## src/rtl/jseq_pkg.sv

```systemverilog
package jseq_pkg;
  // Code held by a w-bit twisted ring at position k (0 <= k < 2w),
  // counting from all-zero in the shift-left direction.
  function automatic logic [31:0] ring_code(input int w, input int k);
    logic [31:0] ones;
    ones = (32'd1 << w) - 32'd1;
    if (k < w) return (32'd1 << k) - 32'd1;
    return ones & ~((32'd1 << (k - w)) - 32'd1);
  endfunction
endpackage

```

## src/rtl/jring_step.sv

```systemverilog
module jring_step #(
  parameter int W = 4
) (
  input  logic         clk,
  input  logic         rst,
  input  logic         step_l,
  input  logic         step_r,
  output logic [W-1:0] q_o,
  output logic [W-1:0] nxt_o,
  output logic         clash_o
);
  always_comb begin
    clash_o = step_l & step_r;
    nxt_o   = q_o;
    if (step_l && !step_r)      nxt_o = {q_o[W-2:0], ~q_o[W-1]};
    else if (step_r && !step_l) nxt_o = {~q_o[0], q_o[W-1:1]};
  end

  always_ff @(posedge clk) begin
    if (rst) q_o <= '0;
    else     q_o <= nxt_o;
  end

  AST_CLASH_HOLD: assert property (@(posedge clk) disable iff (rst)
    (step_l && step_r) |=> (q_o == $past(q_o)));
endmodule

```

## src/rtl/jring_decode.sv

```systemverilog
module jring_decode #(
  parameter int W = 4,
  localparam int N = 2 * W
) (
  input  logic [W-1:0] code_i,
  output logic [N-1:0] line_o,
  output logic         legal_o
);
  import jseq_pkg::*;

  for (genvar k = 0; k < N; k++) begin : g_pos
    localparam logic [31:0] CODE = ring_code(W, k);
    assign line_o[k] = (code_i == CODE[W-1:0]);
  end

  assign legal_o = |line_o;
endmodule

```

## src/rtl/jseq_state_seq.sv

```systemverilog
module jseq_state_seq #(
  parameter int MAJ_W      = 2,
  parameter int MIN_W      = 4,
  parameter int NOGO_MAJ   = 2,
  parameter int NOGO_POS_A = 6,
  parameter int NOGO_POS_B = 7,
  localparam int NMAJ = 1 << MAJ_W,
  localparam int NMIN = 2 * MIN_W,
  localparam int NST  = NMAJ * NMIN
) (
  input  logic            clk,
  input  logic            rst,
  input  logic            maj_shl,
  input  logic            maj_shr,
  input  logic            min_shl,
  input  logic            min_shr,
  output logic [NMAJ-1:0] major_line_o,
  output logic [NMIN-1:0] minor_line_o,
  output logic [NST-1:0]  state_line_o,
  output logic            bad_state_o
);
  logic [MAJ_W-1:0] maj_q, maj_nxt;
  logic [MIN_W-1:0] min_q, min_nxt;
  logic             maj_clash, min_clash, min_legal, nogo_nxt, bad_nxt;
  logic [NMAJ-1:0]  maj_dec;
  logic [NMIN-1:0]  min_dec;
  logic [NST-1:0]   st_dec;

  jring_step #(.W(MAJ_W)) u_maj (
    .clk(clk), .rst(rst), .step_l(maj_shl), .step_r(maj_shr),
    .q_o(maj_q), .nxt_o(maj_nxt), .clash_o(maj_clash)
  );

  jring_step #(.W(MIN_W)) u_min (
    .clk(clk), .rst(rst), .step_l(min_shl), .step_r(min_shr),
    .q_o(min_q), .nxt_o(min_nxt), .clash_o(min_clash)
  );

  jring_decode #(.W(MIN_W)) u_mindec (
    .code_i(min_nxt), .line_o(min_dec), .legal_o(min_legal)
  );

  for (genvar v = 0; v < NMAJ; v++) begin : g_maj
    assign maj_dec[v] = (maj_nxt == MAJ_W'(v));
  end

  assign nogo_nxt = maj_dec[NOGO_MAJ] & (min_dec[NOGO_POS_A] | min_dec[NOGO_POS_B]);
  assign bad_nxt  = nogo_nxt | maj_clash | min_clash | ~min_legal;

  for (genvar m = 0; m < NMAJ; m++) begin : g_st_m
    for (genvar p = 0; p < NMIN; p++) begin : g_st_p
      assign st_dec[m*NMIN + p] = maj_dec[m] & min_dec[p] & ~nogo_nxt;
    end
  end

  always_ff @(posedge clk) begin
    if (rst) begin
      major_line_o <= NMAJ'(1);
      minor_line_o <= NMIN'(1);
      state_line_o <= NST'(1);
      bad_state_o  <= 1'b0;
    end else begin
      major_line_o <= maj_dec;
      minor_line_o <= min_dec;
      state_line_o <= st_dec;
      bad_state_o  <= bad_nxt;
    end
  end

  AST_MIN_ONEHOT: assert property (@(posedge clk) disable iff (rst)
    $onehot(minor_line_o));
  AST_MIN_LEFT: assert property (@(posedge clk) disable iff (rst)
    (min_shl && !min_shr) |=>
      (minor_line_o == {$past(minor_line_o[NMIN-2:0]), $past(minor_line_o[NMIN-1])}));
  AST_MIN_RIGHT: assert property (@(posedge clk) disable iff (rst)
    (min_shr && !min_shl) |=>
      (minor_line_o == {$past(minor_line_o[0]), $past(minor_line_o[NMIN-1:1])}));
  AST_MAJ_DOWN: assert property (@(posedge clk) disable iff (rst)
    (major_line_o[NMAJ-1] && maj_shr && !maj_shl) |=> major_line_o[1]);
  AST_HOLD_IDLE: assert property (@(posedge clk) disable iff (rst)
    (!maj_shl && !maj_shr && !min_shl && !min_shr) |=>
      ($stable(major_line_o) && $stable(minor_line_o)));
  AST_STATE_ONEHOT0: assert property (@(posedge clk) disable iff (rst)
    $onehot0(state_line_o));
  AST_NOGO_FLAG: assert property (@(posedge clk) disable iff (rst)
    (major_line_o[NOGO_MAJ] && (minor_line_o[NOGO_POS_A] || minor_line_o[NOGO_POS_B]))
      |-> (bad_state_o && state_line_o == '0));
  AST_CLASH_FLAG: assert property (@(posedge clk) disable iff (rst)
    ((min_shl && min_shr) || (maj_shl && maj_shr)) |=> bad_state_o);
  AST_DUAL_MOVE: assert property (@(posedge clk) disable iff (rst)
    ((maj_shl ^ maj_shr) && (min_shl ^ min_shr)) |=>
      (!$stable(major_line_o) && !$stable(minor_line_o)));
endmodule

```

## config.mk

```make
export PLATFORM = sky130hd
export DESIGN_NAME = jseq_state_seq
export DESIGN_NICKNAME = d
export VERILOG_FILES = /design/src/rtl/jseq_pkg.sv /design/src/rtl/jring_step.sv /design/src/rtl/jring_decode.sv /design/src/rtl/jseq_state_seq.sv
export SDC_FILE = /design/constraint.sdc
export NUM_CORES = 1
export LEC_CHECK = 0
export BUFFER_PORTS_ARGS = -buffer_cell sky130_fd_sc_hd__buf_4
export CAP_MARGIN = 5
export CORE_ASPECT_RATIO = 2
export CORE_MARGIN = 2
export CORE_UTILIZATION = 46
export CTS_CLUSTER_SIZE = 30
export DETAILED_ROUTE_END_ITERATION = 12
export PLACE_DENSITY = 0.85
export SYNTH_ARGS = -nofsm -noshare
export SYNTH_HDL_FRONTEND = slang
export SYNTH_SLANG_ARGS = --single-unit
```

## constraint.sdc

```tcl
create_clock -name clk -period 1.5 [get_ports clk]
set_input_delay 0.075 -clock clk [delete_from_list [all_inputs] [get_ports clk]]
set_output_delay 0.075 -clock clk [all_outputs]
set_load 0.005 [all_outputs]
```

==> results summary, run 1 <==
The starting density of the core came out at 0.476. The total vias in the final route is 1691. The sequential cell area fraction in the yosys report came out at 0.524. STA classifies the critical path endpoint as a flip-flop. The vertical extent of the die is 96 um. The final setup skew came out at slightly above 0.005 ns.

The final total power is between 2 and 3 mW. Clock-pin slew was measured on the worst setup and hold paths at ~0.090 ns. In this run the static leakage power is roughly 1.2 nW. The via count of the first global-routing pass is roughly 1600. The worst register-to-register path has a setup slack of approximately 0.052 ns. The overall overflow remaining after global route came out at 0. In this run the tightest slew margin relative to its limit is 0.667. The post-synthesis cell area is approximately 1900 um2. The area of placed instances came out at 2460 um2. The peak fanout along the critical path came out at 4. Summing all non-filler instances in the final layout gives an area of 2710 um2. The min-delay analysis places its worst path in the category in -> reg.

TritonCTS built the clock tree. The final routed DRC violation total is 0. In this run, the number of DRC markers left after iteration 0 of detailed routing was between 40 and 50. The area growth from synthesis to final layout is 39.4%.

Clock tree synthesis selected as its root buffer the cell clkbuf_8. The number of register bits inferred by synthesis is between 50 and 60. Hold is met by between 0.03 and 0.04 ns. The number of max-slew violations in the final report is 0. The total of max-cap violations came out at 0. The number of antenna repair diodes is 0. In the final design database the tool counted between 200 and 300 nets.

Entering global routing, the biggest net connects 17 pins. The power density relative to cell area is around 1100 nW/um2. The maximum ir drop on the vdd rail came out at 0.825 mV. The floorplan die width is 50 um. The cell type of the slowest stage on the worst timing path is or3b_4. Once detail routing completed, the nets flagged for antenna violations numbered 0. The total area inside the core boundary comes to just over 4000 um2.

The routed design has about 4.6 mm of wire. At the worst endpoint, the arrival time is roughly 1.7 ns. By area the synthesized netlist is led by dfxtp_1, nor2_1, nor3_1, mux2i_1, inv_1. The synthesized instance count came out at roughly 200. The first global-routing pass estimated between 7 and 8 mm of wire.

The boundary pin count is 51. The average size of a mapped cell came out at roughly 10 um2. The critical path class is reg -> reg.

The detail-routed via count per cell is around 5.4. The total routing usage reported by global routing is 0.198. For this design, the CTS-stage hold fixing added 0 buffers. The largest buffer count on any clock path came out at 2.

The count of endpoints failing hold in the final timing report is 0. The top flip-flop cell by instance count after synthesis is dfxtp_1. The required time of the critical path is 1.73 ns. Counting the buffers created by CTS gives 5.

The fraction of synthesized cell area taken by the top area cell type came out at 0.524. The weighted congestion reported at the end of routability-driven placement came out at approximately 0.86. The number of sinks handled by clock tree synthesis came out at 51. The signal on the critical path passes through inv_1 > a2111oi_4 > or3b_4 > nor2_1.

dfxtp_1 takes more of the synthesized area than any other cell. The wire length per cell is ~15 um. The total of buffers placed on input and output ports is 50. The area of the die came out at ~4800 um2. The run finished with clean final reports. The number of H-tree branching levels came out at 2.

The fraction of layout instances using a drive strength above 1 is 0.397. Clock latency on the worst-skew pair, taken at its later pin, is roughly 0.30 ns. The async set-or-reset flop fraction in the synthesized netlist is 0. The final design utilization is 0.664.

The placed wire-length estimate came out at about 3.2 mm. The delay contributed by the slowest stage of the critical path is 0.45 ns. For this run, the detailed router's first-pass iteration total came to 4. The count of distinct cell types in the synthesized netlist is 49. The upper clock frequency limit is ~700 MHz. The row count came out at 33.

The initial antenna violation count is 0. The final number of setup-violating endpoints is 0. The nature of the critical path startpoint is a flip-flop. Counting flops with a built-in enable in the synthesized netlist gives 0. The time the final worst path needs with I/O delays and setup is about 1.4 ns. The number of warnings issued by yosys came out at 0. Dividing the final minimum period by the clock period gives 0.965. At the pin with the least slew margin, the transition time is between 0.4 and 0.5 ns.
==> worst max-delay path, delay by kind of cell (launching register included) <==
kind	cells	cell delay [ns]
and+or+nand+nor	2	0.56
DFF	1	0.38
AOI/OAI and AO/OA	1	0.37
buffers and inverters	1	0.08
==> what timing repair did <==
action | in CTS | in global routing
endpoints found under the hold margin | 0 | 0
buffers inserted | 4 | 0
pin swaps | 2 | 6
resized for setup | 8 | 16
cloned | 1 | 0
setup endpoints to repair | 27 | 33
==> logic make-up after synthesis <==
group,Yosys count,share of synthesized area
flip-flops,51,0.524
XOR/XNOR,6,0.0309
AO/OA/AOI/OAI,30,0.129
multiplexers,6,0.0315
buffers and inverters,23,0.0559
other,1,0.00193
AND/OR/NAND/NOR,79,0.227
==> layout by cell type, fill, tap and decap left out, types with 3 or more instances in the layout <==
master / n
buf_4: 67
dfxtp_1: 47
nor2_1: 25
nor3_1: 11
inv_1: 9
nand2_1: 6
mux2i_1: 5
clkbuf_8: 5
nor3_2: 4
nor2b_1: 4
nand2b_1: 3
xor2_1: 3
a21oi_1: 3
o21ai_0: 3
o211ai_1: 3
==> registers in the layout, indices dropped and copies added (netlist names) <==
| signal | cells |
|---|---|
| state_line_o | 32 |
| minor_line_o | 8 |
| major_line_o | 4 |
| u_min.q_o | 4 |
| u_maj.q_o | 2 |
| bad_state_o | 1 |
==> worst paths after layout <==
kind,startpoint,to,cells after the start
setup / recovery,u_min.q_o[2]$_SDFF_PP0_,state_line_o[6]$_SDFF_PP0_,4
hold / removal,rst,u_min.q_o[0]$_SDFF_PP0_,2
setup reg to reg,u_min.q_o[2]$_SDFF_PP0_,state_line_o[6]$_SDFF_PP0_,4
hold reg to reg,u_maj.q_o[1]$_SDFF_PP0_,u_maj.q_o[0]$_SDFF_PP0_,2
==> cells in the mapped netlist, types with 2 or more instances <==
cell type   n
and2_1      2
and4b_1     2
a21oi_1     3
nor3_1     16
nor4_1      3
nand2b_1    3
o21ai_0     4
nor4b_1     3
buf_6       2
a211oi_1    2
inv_1       9
nor4bb_1    2
nor2b_1     4
buf_2       6
clkbuf_1    6
nand3_1     2
o211ai_1    3
xor2_1      3
o32ai_1     2
nand3b_1    2
dfxtp_1    51
nor3b_1     2
o21bai_1    3
nand2_1     6
xnor2_1     2
a221oi_1    2
nor2_1     25
mux2i_1     5
==> report_power, final <==
group          switching [mW]  internal [mW]  leakage [nW]  total, mW
clock network           0.420          0.487        0.0502      0.908
logic                   0.294          0.251         0.695      0.544
registers              0.0361           1.41         0.417       1.44
==> through the flow <==
| step | cells | setup WS [ns] | TNS (ns) |
|---|---|---|---|
| 2_1_floorplan | 197 | 0.0243 | 0 |
| 3_3_place_gp | 302 | -0.103 | -0.386 |
| 3_5_place_dp | 302 | -0.173 | -1.10 |
| 4_1_cts | 314 | 0.0100 | 0 |
| 5_1_grt | 314 | -0.0151 | -0.0215 |
| 6_report | 314 | 0.0525 | 0 |
==> routing by layer <==
metal,global-route usage,vias to the layer above,wire length [um]
met4,0.125,0,194
met3,0.0435,20,216
li1,-,823,-
met2,0.361,68,2560
met1,0.198,780,1630
met5,0,-,0
==> cell type report <==
type | count | area [um2]
clock inverters | 2 | 37.5
inverters | 9 | 33.8
multi-input cells | 124 | 912
fillers | 298 | 1370
flip-flops and latches | 51 | 1030
clock buffers | 5 | 68.8
repair buffers | 71 | 566
well taps | 52 | 65.1
Power figures use the tool's default switching activity.
==> run 2, diff against run 1 <==
- BUFFER_PORTS_ARGS: -buffer_cell sky130_fd_sc_hd__buf_4 -> unset
- CORE_UTILIZATION: 46 -> 50
- DONT_BUFFER_PORTS: unset -> 1
- PLACE_DENSITY: 0.85 -> 0.79
==> run 2 against run 1 <==
  * The flow now finishes with violations (hold timing, setup timing)
  * Design area is 14% lower
  * Clock power is 9.4% lower
  * Count of clock-buffer cells in the layout is 1 higher
  * Final cell count is 16% lower
  * Critical endpoint is now state_line_o[25]$_SDFF_PP0_
  * Largest power group unchanged
  * Highest routed layer unchanged
==> results summary, run 2 (same netlist as run 1, synthesis figures left out) <==
The run finished, with violations left. The final reports fail on hold timing, setup timing. The final total power came out at roughly 2.7 mW. The fraction of layout instances using a drive strength above 1 came out at 0.266.

The count of endpoints failing hold in the final timing report is 19. The worst slew slack as a fraction of its limit is 0.642. The boundary pin count came out at just over 50.

The transition time at the pin with the least slew margin came out at 0.534 ns. The clock transition at the registers of the reported paths came out at approximately 0.09 ns. The total of max-cap violations is 0. The total routing usage reported by global routing is 0.215.

The first-iteration detailed-routing DRC count is 63. The row count came out at 32. The floorplan step defined a core boundary enclosing about 3800 um2.

The register ranked first by flip-flop count is state_line_o. The starting density of the core came out at 0.512. The most common library cell in the layout ignoring fill and taps is dfxtp_1. Of all nets on the critical path, the largest fanout is 6. The detailed-route wire length came out at around 4.5 mm. The final hold slack is -0.170 ns. The final setup skew came out at 0.00188 ns. The total of buffers placed on input and output ports came out at 0. Dividing the final minimum period by the clock period gives 1.02. The critical path buffer and inverter count came out at 1. The tightest min-delay check is of the in -> reg type. The final routed DRC violation total came out at 0.

The power density relative to cell area is 1170 nW/um2. The final number of setup-violating endpoints is 2. For the finished layout, the period the worst path requires is 1.52 ns.

The floorplan step set the die height to between 90 and 100 um. STA classifies the critical path endpoint as a flip-flop. TritonCTS built the clock tree. The maximum ir drop on the vdd rail is 0.702 mV. The share of total power dissipated in the clock network is 0.301.

The clock tree synthesis step divided the H-tree into 2 levels. The internal power contribution came out at ~2.0 mW. For this design, the slowest cell found on the critical path is a211o_2. The number of max-slew violations in the final report came out at 0. For this design the static power due to leakage is approximately 0.90 nW.

The post-route worst setup slack is -0.0229 ns. The total CTS buffers came out at 5. The setup path with the least slack is of type reg -> reg. The net switching power of the design is 0.738 mW. The flip-flop count of the largest register after layout came out at 32. In this run the remaining antenna-violating nets after routing total 0.

In this design, the stage delay of the slowest critical-path cell is 0.41 ns. The number of antenna repair diodes is 0. The number of hold buffers added after CTS came out at 1. The finished cells cover ~2300 um2. The share of total power dissipated in sequential elements is 0.528. The net count reported at finish is roughly 220. The combinational power share came out at 0.171. The number of sinks handled by clock tree synthesis is 51. Entering global routing, the biggest net connects 21 pins.

The wire length per cell is roughly 17 um. At the worst endpoint, the arrival time is around 1.7 ns. The weighted congestion reported at the end of routability-driven placement is roughly 0.86.

The family with the most delay on the worst path is compound AO/OA/AOI/OAI gates. The via count of the first global-routing pass is 1448. Setup repair after global routing could not meet its margin everywhere.

The upper clock frequency limit is 657 MHz. The area of the die came out at about 4400 um2. Of the total power, the share spent switching nets is 0.270. Dividing the detail-routed via count by the number of cells gives ~6. The signal on the critical path passes through buf_4 > nor4_2 > a21oi_2 > a211o_2 > nor3_1. The nature of the critical path startpoint is a flip-flop. Summed over all layers, the global routing overflow is 0. The initial antenna violation count came out at 0. The largest registers in the layout are state_line_o: 32 flops, minor_line_o: 8 flops. The tree is rooted in a clkbuf_8.

Summing over every cut layer, the via total after detailed routing is around 1600. Compared with the post-synthesis result, the final layout area differs by 19.7%. Summing all placed instances gives a cell area of roughly 2100 um2. The required time of the critical path is between 1.5 and 2 ns. In the layout the commonest cells are dfxtp_1, nor2_1, buf_4.

Once layout is complete, the utilization of the core stands at 0.613. The number of detailed-routing iterations run before antenna repair is 4. The clock passes through at most 2 buffers. The later pin in the worst-skew pair is clocked with a latency of 0.30 ns. The wire-length estimate of the detail-placed layout is around 3.0 mm. In this run the horizontal extent of the chip is between 40 and 50 um. The first-pass GRT wire length is between 6 and 7 mm.
run 2: cell count changes in the layout (fill, tap and decap cells not counted), sizes merged:
cell         before  now
buf              71   21
bufinv            1    0
clkbuf            5    6
clkinv            0    1
dlygate4sd3       0    1
run 2: power groups by stage:
| stage | Sequential, mW | Clock (mW) | Combinational (mW) |
|---|---|---|---|
| after floorplan | 1.46 | 0 | 0.288 |
| after CTS | 1.44 | 0.828 | 0.415 |
| after detailed placement | 1.47 | 0 | 0.385 |
| final | 1.44 | 0.823 | 0.468 |
| after global placement | 1.47 | 0 | 0.379 |
| after global routing | 1.45 | 0.882 | 0.501 |
run 2: per-stage QoR:
step	instances	hold WS [ns]	TNS [ns]	setup slack (ns)
global placement	251	0.149	-0.0455	-0.0455
finish	265	-0.170	-0.0263	-0.0229
detailed placement	251	0.150	-0.0662	-0.0554
CTS	262	-0.167	0	0.00350
floorplan	197	0.148	0	0.0243
global route	265	-0.178	-0.410	-0.0860
run 2: area by class of cell:
class                   count  area (um2)
inverters                   9        33.8
flip-flops and latches     51        1020
multi-input cells         124         942
well taps                  51        63.8
repair buffers             22         168
clock inverters             2        16.3
clock buffers               6        82.6
fillers                   297        1470
run 2: path summary, 6_finish.rpt:
check             slack [ns]  depth (start not counted)                           to                    start
hold / removal         -0.17                          1   state_line_o[8]$_SDFF_PP0_                      rst
setup / recovery       -0.02                          5  state_line_o[25]$_SDFF_PP0_  u_min.q_o[3]$_SDFF_PP0_
hold reg to reg         0.71                          2      u_maj.q_o[0]$_SDFF_PP0_  u_maj.q_o[1]$_SDFF_PP0_
setup reg to reg       -0.02                          5  state_line_o[25]$_SDFF_PP0_  u_min.q_o[3]$_SDFF_PP0_
run 2: metal layers:
| metal | GRT usage | routed length (um) | share of wire | vias to the layer above |
|---|---|---|---|---|
| li1 | - | - | - | 723 |
| met1 | 0.220 | 1530 | 0.34 | 744 |
| met2 | 0.378 | 2630 | 0.58 | 66 |
| met3 | 0.0335 | 189 | 0.042 | 17 |
| met4 | 0.113 | 170 | 0.038 | 0 |
| met5 | 0 | 0 | 0 | - |
run 2: what timing repair did:
action | in CTS | in global routing
endpoints found under the hold margin | 20 | 19
resized for setup | 9 | 16
setup endpoints to repair | 9 | 26
pin swaps | 2 | 2
cloned | 1 | 0
buffers inserted | 1 | 3
==> run 3, diff against run 2 <==
- clock period: 1.5 -> 1.3 ns (I/O delays scaled with it)
==> run 3 against run 2 <==
  * The flow still finishes with violations (hold timing, setup timing)
  * Via count increased by 8.7%
  * Critical path depth decreased by 1
  * Non-clock buffer count increased by 15
  * Clock power increased by 31%
  * Design area increased by 22%
  * Register-to-register slack got worse by 0.19 ns
  * Die area unchanged
  * Critical path type unchanged
  * Wire length increased by 32%
  * Total power increased by 31%
  * Sequential power increased by 17%
  * Worst setup slack got worse by 0.19 ns
  * Maximum frequency increased by 0.96%
==> results summary, run 3 (same netlist as run 1, synthesis figures left out) <==
The count of antenna-violating nets left after detailed routing is 0. Dividing the detail-routed wire length by the instance count gives 21.4 um. The final number of setup-violating endpoints came out at 34. The worst slew slack as a fraction of its limit came out at 0.666. The switching power share of the total came out at 0.281.

The count of endpoints failing hold in the final timing report came out at 29. The initial antenna violation count is 0. Clock-pin slew was measured on the worst setup and hold paths at about 0.090 ns. The number of H-tree branching levels is 2. The type of the most critical hold path is in -> reg. The detail-routed via count per cell came out at about 6.0.

The TritonCTS clock tree is built. The register ranked first by flip-flop count is state_line_o. The boundary pin count is a little over 50. The worst setup path is captured at a flip-flop.

The net count reported at finish is between 200 and 250. The area of placed instances is roughly 2100 um2. The largest buffer count on any clock path came out at 2.

The post-route worst setup slack came out at -0.208 ns. In this run the horizontal extent of the chip is approximately 48 um. The weighted congestion reported at the end of routability-driven placement is 0.884. The setup path with the least slack is of type reg -> reg.

The tool flagged a number of max-cap violations equal to 0. The transition time at the pin with the least slew margin is just under 0.5 ns. In the final layout, the registers with the most flip-flops are state_line_o: 32 flops, minor_line_o: 8 flops. Among cell families on the critical path, the largest total delay comes from simple AND/OR/NAND/NOR gates. The number of antenna repair diodes came out at 0.

The number of detailed-routing iterations run before antenna repair is 4. The fraction of power consumed by the clock network came out at 0.300. The total CTS buffers is 5. The core area is between 3000 and 4000 um2. The cell sitting at the root of the clock tree is a clkbuf_8. The final design utilization came out at 0.749. The internal power contribution came out at about 2.6 mW. The cell depth of the worst min-delay path is 1. The net switching power of the design came out at approximately 1.0 mW.

The first-iteration detailed-routing DRC count came out at a little under 50. The starting density of the core is 0.512. The via count of the first global-routing pass came to between 1500 and 2000. The number of sinks handled by clock tree synthesis is 51. Traced cell by cell, the critical path runs through buf_6 > a221o_1 > or3b_4 > nor2_1.

The worst-case register-to-register setup slack came out at -0.21 ns. The share of total power dissipated in combinational logic is 0.230. The maximum ir drop on the vdd rail is around 0.80 mV.

The peak fanout along the critical path came out at 5. The static leakage power came out at between 1 and 1.5 nW. For hold timing, the worst endpoint is u_min.q_o[0]$_SDFF_PP0_. The detailed-route wire length is 5.98 mm.

The required time of the critical path is between 1.5 and 2 ns. The first global-routing pass estimated between 8 and 9 mm of wire. The number of buffers and inverters on the critical path is 1. The register with the most flip-flops in the layout has 32 of them. Among all stages on the critical path, the largest delay is contributed by or3b_4. The end of the worst register-to-register path is state_line_o[30]$_SDFF_PP0_. The number of hold buffers added after CTS is 1.

The upper clock frequency limit is between 600 and 700 MHz. The final setup skew came out at roughly 0.0064 ns. From synthesis to final layout, the design area changed by 46.4%. The overall overflow remaining after global route came out at 0. The maximum number of pins on one net before global-route repair came out at 21. The arrival time of the worst setup path came out at ~1.8 ns. The number of max-slew violations in the final report was 0. The ratio of final minimum period to clock period came out at 1.16. The total vias in the final route came out at around 1700.

The row count came out at 32. The time the final worst path needs with I/O delays and setup came out at ~1.5 ns. The final routed DRC violation total is 0. STA classifies the critical path startpoint as a flip-flop. The total of buffers placed on input and output ports is 0. The finished cells cover 2850 um2. The path depth of the worst reg2reg path came out at 4. The number of placed cells counting well taps came out at 253. On the worst path, the slowest cell contributes a delay of 0.46 ns. The share of total power in sequential cells came out at 0.469. The fraction of layout instances using a drive strength above 1 came out at 0.491. The total negative slack came out at -4.03 ns.

In the layout the commonest cells are dfxtp_1, buf_4, nor2_1. The flow ran to the end, but the final reports show violations. The startpoint identified for the worst hold timing path is rst.

Hold timing on the final database bottoms out at a slack of -0.188 ns. The power density relative to cell area came out at about 1300 nW/um2. The total routing usage reported by global routing came out at 0.257. The most common library cell in the layout ignoring fill and taps is dfxtp_1.

Leaving out filler cells and counting taps, the final layout contains 279. The area of the die is 4440 um2. The final reports fail on hold timing, setup timing. The placed wire-length estimate came out at 2.92 mm. The startpoint of the worst-slack reg-to-reg timing path is u_min.q_o[1]$_SDFF_PP0_. The clock network latency to the later pin of the worst-skew pair came out at between 0.3 and 0.4 ns.

Setup repair after global routing could not meet its margin everywhere. The vertical extent of the die came out at just over 90 um.
==> run 3: what timing repair did <==
action | 4_1_cts | 5_1_grt
pin swaps | 28 | 18
endpoints found under the hold margin | 30 | 29
setup endpoints to repair | 37 | 42
gates resized for setup | 46 | 49
buffers inserted | 10 | 10
cloned | 1 | 0
==> run 3: routing by layer <==
metal,vias to the layer above,part of all wire,global-route usage
li1,750,-,-
met1,834,0.36,0.287
met2,79,0.54,0.410
met3,22,0.050,0.0453
met4,0,0.051,0.171
met5,-,0,0
==> run 3: power by group through the flow <==
stage | registers (mW) | clock network [mW] | logic, mW
final | 1.68 | 1.08 | 0.826
after detailed placement | 1.72 | 0 | 0.452
after CTS | 1.68 | 1.07 | 0.588
after global placement | 1.71 | 0 | 0.443
after global routing | 1.69 | 1.14 | 0.858
after floorplan | 1.70 | 0 | 0.374
==> run 3: through the flow <==
step | hold WS, ns | worst slack [ns] | total power [mW]
3_3_place_gp | 0.136 | -0.128 | 2.16
2_1_floorplan | 0.145 | -0.0101 | 2.07
6_report | -0.188 | -0.208 | 3.59
5_1_grt | -0.201 | -0.228 | 3.69
3_5_place_dp | 0.138 | -0.161 | 2.17
4_1_cts | -0.189 | -0.123 | 3.34
==> run 3: final cells by class <==
| cell class | count | area (um2) |
|---|---|---|
| clock inverter | 2 | 37.5 |
| sequential | 51 | 1040 |
| tap | 51 | 63.8 |
| timing repair buffer | 37 | 325 |
| inverter | 9 | 36.3 |
| fill | 230 | 953 |
| clock buffer | 5 | 68.8 |
| multi-input combinational | 124 | 1280 |
==> run 3: how the worst max path moves through the flow <==
| stage | from | endpoint | slack (ns) | cells after the start |
|---|---|---|---|---|
| after floorplan | u_maj.q_o[0]$_SDFF_PP0_ | bad_state_o$_SDFF_PP0_ | -0.01 | 5 |
| after global placement | u_min.q_o[3]$_SDFF_PP0_ | state_line_o[19]$_SDFF_PP0_ | -0.13 | 5 |
| after detailed placement | u_min.q_o[3]$_SDFF_PP0_ | state_line_o[17]$_SDFF_PP0_ | -0.16 | 4 |
| after CTS | u_min.q_o[1]$_SDFF_PP0_ | state_line_o[6]$_SDFF_PP0_ | -0.12 | 5 |
| after global routing | u_min.q_o[1]$_SDFF_PP0_ | state_line_o[30]$_SDFF_PP0_ | -0.23 | 4 |
| final | u_min.q_o[1]$_SDFF_PP0_ | state_line_o[30]$_SDFF_PP0_ | -0.21 | 4 |
